--- config.mk ---
export PLATFORM = sky130hd
export DESIGN_NAME = baud_tick_gen
export DESIGN_NICKNAME = d
export VERILOG_FILES = /design/src/rtl/baud_pkg.sv /design/src/rtl/baud_code_decode.sv /design/src/rtl/baud_prescaler.sv /design/src/rtl/baud_bit_counter.sv /design/src/rtl/baud_tick_gen.sv
export SDC_FILE = /design/constraint.sdc
export NUM_CORES = 1
export LEC_CHECK = 0
export BUFFER_PORTS_ARGS = -buffer_cell sky130_fd_sc_hd__buf_2
export CAP_MARGIN = 20
export CORE_UTILIZATION = 50
export DETAILED_ROUTE_END_ITERATION = 6
export PLACE_DENSITY = 0.72
export RECOVER_POWER = 50
export REMOVE_ABC_BUFFERS = 1
export SLEW_MARGIN = 25
export SYNTH_ARGS = -nofsm -noshare
export SYNTH_HDL_FRONTEND = slang
export SYNTH_SLANG_ARGS = --single-unit
--- constraint.sdc ---
create_clock -name clk_i -period 9.6 [get_ports clk_i]
set_clock_uncertainty 0.1 [all_clocks]
set_input_delay 0.48 -clock clk_i [delete_from_list [all_inputs] [get_ports clk_i]]
set_output_delay 0.48 -clock clk_i [all_outputs]
set_load 0.02 [all_outputs]
--- src/rtl/baud_pkg.sv ---
package baud_pkg;
    localparam int unsigned CODE_W  = 4;
    localparam int unsigned POW_W   = CODE_W - 1;
    localparam int unsigned MAX_POW = (1 << POW_W) - 1;
    localparam int unsigned MAX_DIV = 3 << MAX_POW;
    localparam int unsigned DIV_W   = $clog2(MAX_DIV + 1);

    typedef struct packed {
        logic [CODE_W-1:0] code;
        logic              high;
    } rate_cfg_t;
endpackage

--- src/rtl/baud_code_decode.sv ---
module baud_code_decode
    import baud_pkg::*;
(
    input  rate_cfg_t        cfg_i,
    output logic [DIV_W-1:0] last_o
);
    logic [POW_W-1:0] pow;
    logic [DIV_W-1:0] base;
    logic [DIV_W-1:0] div;

    always_comb begin
        pow = cfg_i.code[POW_W-1:0];
        if (cfg_i.high && (cfg_i.code != '0) && (pow != POW_W'(MAX_POW))) begin
            pow = pow + POW_W'(1);
        end
        base   = cfg_i.code[CODE_W-1] ? DIV_W'(3) : DIV_W'(1);
        div    = base << pow;
        last_o = div - DIV_W'(1);
    end
endmodule

--- src/rtl/baud_prescaler.sv ---
module baud_prescaler
    import baud_pkg::*;
(
    input  logic             clk_i,
    input  logic             rst_ni,
    input  logic             clear_i,
    input  logic [DIV_W-1:0] last_i,
    output logic             wrap_o,
    output logic             tick_o
);
    typedef struct packed {
        logic [DIV_W-1:0] cnt;
        logic             tick;
    } pre_state_t;

    pre_state_t st_d, st_q;

    always_comb begin
        st_d   = st_q;
        wrap_o = (st_q.cnt == last_i);
        if (clear_i) begin
            st_d.cnt  = '0;
            st_d.tick = 1'b0;
        end else begin
            st_d.cnt  = wrap_o ? '0 : st_q.cnt + DIV_W'(1);
            st_d.tick = wrap_o;
        end
    end

    always_ff @(posedge clk_i) begin
        if (!rst_ni) st_q <= '0;
        else         st_q <= st_d;
    end

    assign tick_o = st_q.tick;


    cnt_in_range_chk: assert property (@(posedge clk_i) disable iff (!rst_ni)
        st_q.cnt <= last_i);


    single_pulse_chk: assert property (@(posedge clk_i) disable iff (!rst_ni)
        (st_q.tick && (last_i != '0) && !clear_i) |=> !st_q.tick);
endmodule

--- src/rtl/baud_bit_counter.sv ---
module baud_bit_counter #(
    parameter int unsigned OVERSAMPLE = 16
) (
    input  logic clk_i,
    input  logic rst_ni,
    input  logic clear_i,
    input  logic wrap_i,
    output logic tick_o
);
    localparam int unsigned CNT_W = $clog2(OVERSAMPLE);
    localparam logic [CNT_W-1:0] LAST = CNT_W'(OVERSAMPLE - 1);

    typedef struct packed {
        logic [CNT_W-1:0] cnt;
        logic             tick;
    } bit_state_t;

    bit_state_t st_d, st_q;

    always_comb begin
        st_d = st_q;
        if (clear_i) begin
            st_d.cnt  = '0;
            st_d.tick = 1'b0;
        end else begin
            st_d.tick = wrap_i && (st_q.cnt == LAST);
            if (wrap_i) begin
                st_d.cnt = (st_q.cnt == LAST) ? '0 : st_q.cnt + CNT_W'(1);
            end
        end
    end

    always_ff @(posedge clk_i) begin
        if (!rst_ni) st_q <= '0;
        else         st_q <= st_d;
    end

    assign tick_o = st_q.tick;


    bit_restart_chk: assert property (@(posedge clk_i) disable iff (!rst_ni)
        st_q.tick |-> (st_q.cnt == '0));
endmodule

--- src/rtl/baud_tick_gen.sv ---
module baud_tick_gen
    import baud_pkg::*;
#(
    parameter int unsigned OVERSAMPLE = 16
) (
    input  logic              clk_i,
    input  logic              rst_ni,
    input  logic              load_i,
    input  logic [CODE_W-1:0] rate_code_i,
    input  logic              ref_high_i,
    output logic              sample_tick_o,
    output logic              bit_tick_o
);
    rate_cfg_t        cfg_d, cfg_q;
    logic [DIV_W-1:0] last;
    logic             wrap;

    always_comb begin
        cfg_d = cfg_q;
        if (load_i) begin
            cfg_d.code = rate_code_i;
            cfg_d.high = ref_high_i;
        end
    end

    always_ff @(posedge clk_i) begin
        if (!rst_ni) cfg_q <= '0;
        else         cfg_q <= cfg_d;
    end

    baud_code_decode u_dec (
        .cfg_i  (cfg_q),
        .last_o (last)
    );

    baud_prescaler u_pre (
        .clk_i   (clk_i),
        .rst_ni  (rst_ni),
        .clear_i (load_i),
        .last_i  (last),
        .wrap_o  (wrap),
        .tick_o  (sample_tick_o)
    );

    baud_bit_counter #(.OVERSAMPLE(OVERSAMPLE)) u_bit (
        .clk_i   (clk_i),
        .rst_ni  (rst_ni),
        .clear_i (load_i),
        .wrap_i  (wrap),
        .tick_o  (bit_tick_o)
    );


    bit_with_sample_chk: assert property (@(posedge clk_i) disable iff (!rst_ni)
        bit_tick_o |-> sample_tick_o);


    load_quiet_chk: assert property (@(posedge clk_i) disable iff (!rst_ni)
        load_i |=> (!sample_tick_o && !bit_tick_o));


    cfg_hold_chk: assert property (@(posedge clk_i) disable iff (!rst_ni)
        !load_i |=> $stable(cfg_q));
endmodule

# Yosys cells after proc, flatten, opt, wreduce, memory -nomap -nowiden
# Index checks and enable logic that the tools add are counted.
[word_totals] ff_bits=20 in_bits=8 output_inout_bits=2 elab_cells=24
[op_classes] n_addsub=4 n_eq_ne=3 shift=1 muxes=3 n_bitwise=1 n_reduce_logical=6
[ops] op="adder 9 x 1 -> 9 bit (second input constant)" n=1
[ops] op="equality test 9 bit" n=1
[ops] op="left shift 9 x 3 -> 9 bit" n=1
[ops] op="subtractor 9 x 1 -> 9 bit (second input constant)" n=1
[ops] op="adder 4 x 1 -> 4 bit (second input constant)" n=1
[ops] op="equality test 4 bit (second input constant)" n=1
[ops] op="2-to-1 mux 4 bit" n=1
[ops] op="nonzero test 4 bit" n=1
[ops] op="adder 3 x 1 -> 3 bit (second input constant)" n=1
[ops] op="logical AND 1 bit" n=3
[ops] op="2-to-1 mux 3 bit" n=1
[ops] op="!= test 3 bit (second input constant)" n=1
[ops] op="OR reduction 3 bit" n=1
[ops] op="2-to-1 mux 2 bit" n=1
[ops] op="OR reduction 2 bit" n=1
[ops] op="inverter 1 bit" n=1

# Longest topological paths before layout
[logic_depth] depth_word=8 depth_mapped=16 depth_no_buf=14

# Cells and area by module
# Synthesis repeated with hierarchy kept, for this count alone.
[unflattened] cells_unflattened=146 hier_area_um2=1305.0
[modules_own_cells] module="baud_prescaler" instances=1 cells_each=54 area_each_um2=504.2 seq_area_each_um2=200.2
[modules_own_cells] module="baud_code_decode" instances=1 cells_each=52 area_each_um2=392.9 seq_area_each_um2=0.0
[modules_own_cells] module="baud_bit_counter" instances=1 cells_each=24 area_each_um2=215.2 seq_area_each_um2=100.1
[modules_own_cells] module="baud_tick_gen" instances=1 cells_each=16 area_each_um2=192.7 seq_area_each_um2=100.1

# Worst setup path before layout
# Ideal clock, no wire load.
[synth_timing] path_kind="reg2reg" startpoint="register cfg_q[2] (netlist name)" endpoint="register u_bit.st_q[4] (netlist name)" setup_time_ns=0.071 arrival_time_ns=3.593 required_time_ns=9.429 slack_ns=5.836 path_stages_with_launch=15 path_buffers=1 synth_period_minus_slack_ns=3.764 path_cell_list="dfxtp_1 ha_1 ha_1 nand2b_4 or4_4 a2bb2o_4 ha_1 clkbuf_1 xor2_1 mux2i_1 a221oi_1 nor4_1 o221ai_2 or4_1 a21oi_1"
[synth_via] elab_chain_cells=7 word_cells_on_any_way=9 classes_between="add/sub: 2; eq/ne: 2; shift: 1; mux: 1; reduce/logical: 3"
[synth_rtl] item="start, declared" line="baud_tick_gen.sv:14" rtl="rate_cfg_t cfg_d, cfg_q;"
[synth_rtl] item="start signal, assigned" line="baud_tick_gen.sv:28" rtl="else cfg_q <= cfg_d;"
[synth_rtl] item="parallel branches: the longest is 3 deep, another holds adder 3 x 1 -> 3 bit"
[synth_rtl] item="2-to-1 mux 3 bit *" line="baud_code_decode.sv:13" rtl="if (cfg_i.high && (cfg_i.code != '0) && (pow != POW_W'(MAX_POW))) begin"
[synth_rtl] item="left shift 9 x 3 -> 9 bit *" line="baud_code_decode.sv:17" rtl="div = base << pow;"
[synth_rtl] item="subtractor 9 x 1 -> 9 bit *" line="baud_code_decode.sv:18" rtl="last_o = div - DIV_W'(1);"
[synth_rtl] item="equality test 9 bit *" line="baud_prescaler.sv:20" rtl="wrap_o = (st_q.cnt == last_i);"
[synth_rtl] item="end signal, assigned" line="baud_bit_counter.sv:35" rtl="else st_q <= st_d;"
[synth_rtl] item="end, declared" line="baud_bit_counter.sv:18" rtl="bit_state_t st_d, st_q;"
# Every way passes the cells marked *.
# A chain may end at the register's enable or synchronous reset.

# Final worst setup path
[layout_timing] startpoint="register cfg_q[1] (netlist name)" endpoint="register u_bit.st_q[2] (netlist name)"
# Same word-level chain as after synthesis.

==> impl_metrics.csv <==
group,metric,value,unit
cts,ctsResizeCount,0,
finish,instances_no_fill,205,
finish,mostFrequentLayoutCells,"dfxtp_1, nor3_1, xnor2_1, nand2_1, nand3_1",
cts,clk_path_buf_depth,2,
placement,dp_cells,201,
routing,wl_met3,99,um
routing,routedWlPerCell,15.0,um
global_routing,gr-total-overflow,0,
global_routing,antenna_found_initial,0,
worst_setup_path,end_kind,"register",
floorplanning,num_rows,19,
worst_setup_path,path_max_fanout,10,
sta,rsz0062_at_grt,"no",
worst_hold_path,hold_end,"cfg_q[0]$_SDFFE_PN0P_",
synth,ys_dominant_reg_cell,"dfxtp_1",
worst_setup_path,worstSetupStartpointType,"register",
run,drv_cap,0,
synth,synth_top_cell_area_share,26.6,%
synth,netlist.top_cell.by_area,"dfxtp_1",
routing,wirelength_met1,1480,um
sta,min_period,4830,ps
placement,io_buffers,9,
routing,dr_wl_met2,1470,um
worst_setup_path,crit_path_frequent_cell,"ha_1",
routing,route.detailed.drc,0,
worst_setup_path,r2r_setup_slack,4770,ps
synth,yosys_warnings,0,
worst_setup_path,path_class,"reg -> reg",
worst_setup_path,slowest_stage,"nor2_1",
worst_setup_path,worstPathArrival,4960,ps
routing,vias_per_cell,6.35,
finish,area_delta_synth_final,3.58,%
floorplanning,die_area,3230,um2
worst_setup_path,r2r_end,"u_bit.st_q[2]$_SDFFE_PP0N_",
floorplanning,io_pins,10,
synth,async_reset_ff_share,0,%
sta,slew_headroom,48.3,%
synth,yosysSeqAreaShare,26.6,%
sta,setup_viol,0,
cts,cts_setup_buffers,0,
power_and_ir_drop,power.density,125,nW/um2
sta,post-route-period-util,50.3,%
power_and_ir_drop,p_leak,0.576,nW
cts,htree_levels,1,
finish,fin_nets,189,
worst_setup_path,rr_startpoint,"cfg_q[1]$_SDFFE_PN0P_",
synth,syn_avg_cell_area,9.01,um2
cts,clk_pin_slew_worst_paths,110,ps
worst_setup_path,crit_required,9730,ps
synth,syn-instance-count,167,
worst_setup_path,crit_chain,"ha_1, ha_1, nor2b_1, a21oi_1, or2_2, o211ai_1, ha_1, xor2_1, mux2i_1, a221oi_1, nor4_1, o221ai_1, nor2_1, mux2i_1",
global_routing,grt_pass1_wl,5370,um
worst_hold_path,hold_depth,3,
finish,layout_commonest_cell,"dfxtp_1",
routing,drt_iter0_drc,48,
cts,clock-root-buffer,"clkbuf_4",
routing,routed_wl,3080,um
global_routing,grtUsageTotal,21.1,%
floorplanning,die_h,56.8,um
cts,cts.sinks,20,
routing,first_pass_iters,4,
worst_hold_path,hold_start,"ref_high_i",
sta,tightest_slew,773,ps
cts,cts_buffers,3,
sta,max_freq,207,MHz
synth,yosys_register_bits,20,
floorplanning,start_util,53.6,%
floorplanning,core,2810,um2
sta,finalSetupTns,0,ps
cts,clk_latency,300,ps
cts,cts_tree,"done",
worst_setup_path,reg2reg_depth,14,
synth,syn_area,1500,um2
floorplanning,die_w,56.8,um
sta,slew_viol_final,0,
sta,finalHoldViolCount,0,
global_routing,grt_max_degree,14,
synth,synth_edf_count,0,
global_routing,grt_pass1_vias,1197,
cts,cts_hold_buf,0,
synth,ys_types,54,
routing,ant_nets,0,
worst_hold_path,hold_path.class,"in -> reg",
power_and_ir_drop,peakVddDrop,71.2,uV
worst_setup_path,cpPeakStageDelay,670,ps
synth,synth_area_leaders,"dfxtp_1, ha_1, mux2i_1",
outcome,status,"completed",
placement,hpwl,2300,um
routing,vias,1301,
routing,highest_layer,"met4",
finish,layout-drive-gt1-share,14.4,%
finish,num_antenna_cells,0,
placement,gp_congestion,0.912,
## worst max path at each step
stage	startpoint	endpoint	slack, ps	cells after the start
detailed placement	cfg_q[1]$_SDFFE_PN0P_	u_bit.st_q[4]$_SDFFE_PP0N_	5170	14
floorplan	cfg_q[1]$_SDFFE_PN0P_	u_bit.st_q[4]$_SDFFE_PP0N_	5630	14
CTS	cfg_q[1]$_SDFFE_PN0P_	u_bit.st_q[4]$_SDFFE_PP0N_	5160	14
finish	cfg_q[1]$_SDFFE_PN0P_	u_bit.st_q[2]$_SDFFE_PP0N_	4770	14
global placement	cfg_q[1]$_SDFFE_PN0P_	u_bit.st_q[4]$_SDFFE_PP0N_	5400	14
global route	cfg_q[1]$_SDFFE_PN0P_	u_bit.st_q[2]$_SDFFE_PP0N_	4340	14
## power breakdown
part           internal [mW]  leakage, nW  total (mW)  switching [mW]
clock                 0.0231       0.0210      0.0487          0.0255
combinational         0.0236        0.393      0.0561          0.0325
sequential            0.0851        0.162      0.0895         0.00440
total                  0.132        0.576       0.194          0.0624
## sequential cells by signal, indices dropped and copies added (netlist names)
register / count
u_bit.tick_o: 1
cfg_q: 5
u_pre.tick_o: 1
u_bit.st_q: 4
u_pre.st_q: 9
## stage by stage
| stage | setup slack [ps] | power, mW | hold slack (ps) | instance area, um2 | utilization, % |
|---|---|---|---|---|---|
| final | 4770 | 0.194 | 334 | 1560 | 55.5 |
| after global routing | 4340 | 0.205 | 350 | 1560 | 55.5 |
| after CTS | 5160 | 0.198 | 327 | 1580 | 56.3 |
| after detailed placement | 5170 | 0.148 | 389 | 1540 | 55.0 |
| after global placement | 5400 | 0.147 | 355 | 1540 | 55.0 |
| after floorplan | 5630 | 0.137 | 342 | 1460 | - |
## per-layer routing
metal,vias up,GRT usage (%)
li1,645,-
met1,624,28.1
met2,27,35.0
met3,5,4.38
met4,0,4.53
met5,-,0
## Yosys cell counts, drive strengths merged (3+ instances only)
master	count
a21oi	7
and2	3
and3	4
clkbuf	3
dfxtp	20
ha	6
inv	6
mux2i	7
nand2	8
nand3	8
nand4	3
nor2	7
nor2b	7
nor3	9
nor3b	3
o211ai	4
o21ai	3
o31ai	4
or2b	3
or4	4
xnor2	8
xor2	8
## final cells by class
cell class	count	area, um2
repair buffers	9	42.5
well taps	31	38.8
clock buffers	4	36.3
inverters	6	27.5
fillers	264	1250
multi-input cells	135	1010
flip-flops and latches	20	400
## cell families (layout without fill, tap and decap cells)
family,count (synthesis),in the layout,share of synthesized area [%]
muxes,7,7,4.66
xor gates and xnor gates,16,16,9.82
AOI/OAI and AO/OA,36,36,19.5
and+or+nand+nor,70,70,29.7
buffers and inverters,12,19,4.74
adders and majority gates,6,6,4.99
DFF,20,20,26.6
## critical path, delay by kind of cell (launching register included)
kind	cells	cell delay, ps
multiplexers	2	520
AO/OA/AOI/OAI	4	840
AND/OR/NAND/NOR	4	1830
flip-flops	1	450
adder cells (fa/ha/maj)	3	820
XOR/XNOR	1	200
Note: power is estimated with default switching activity, not from simulation.
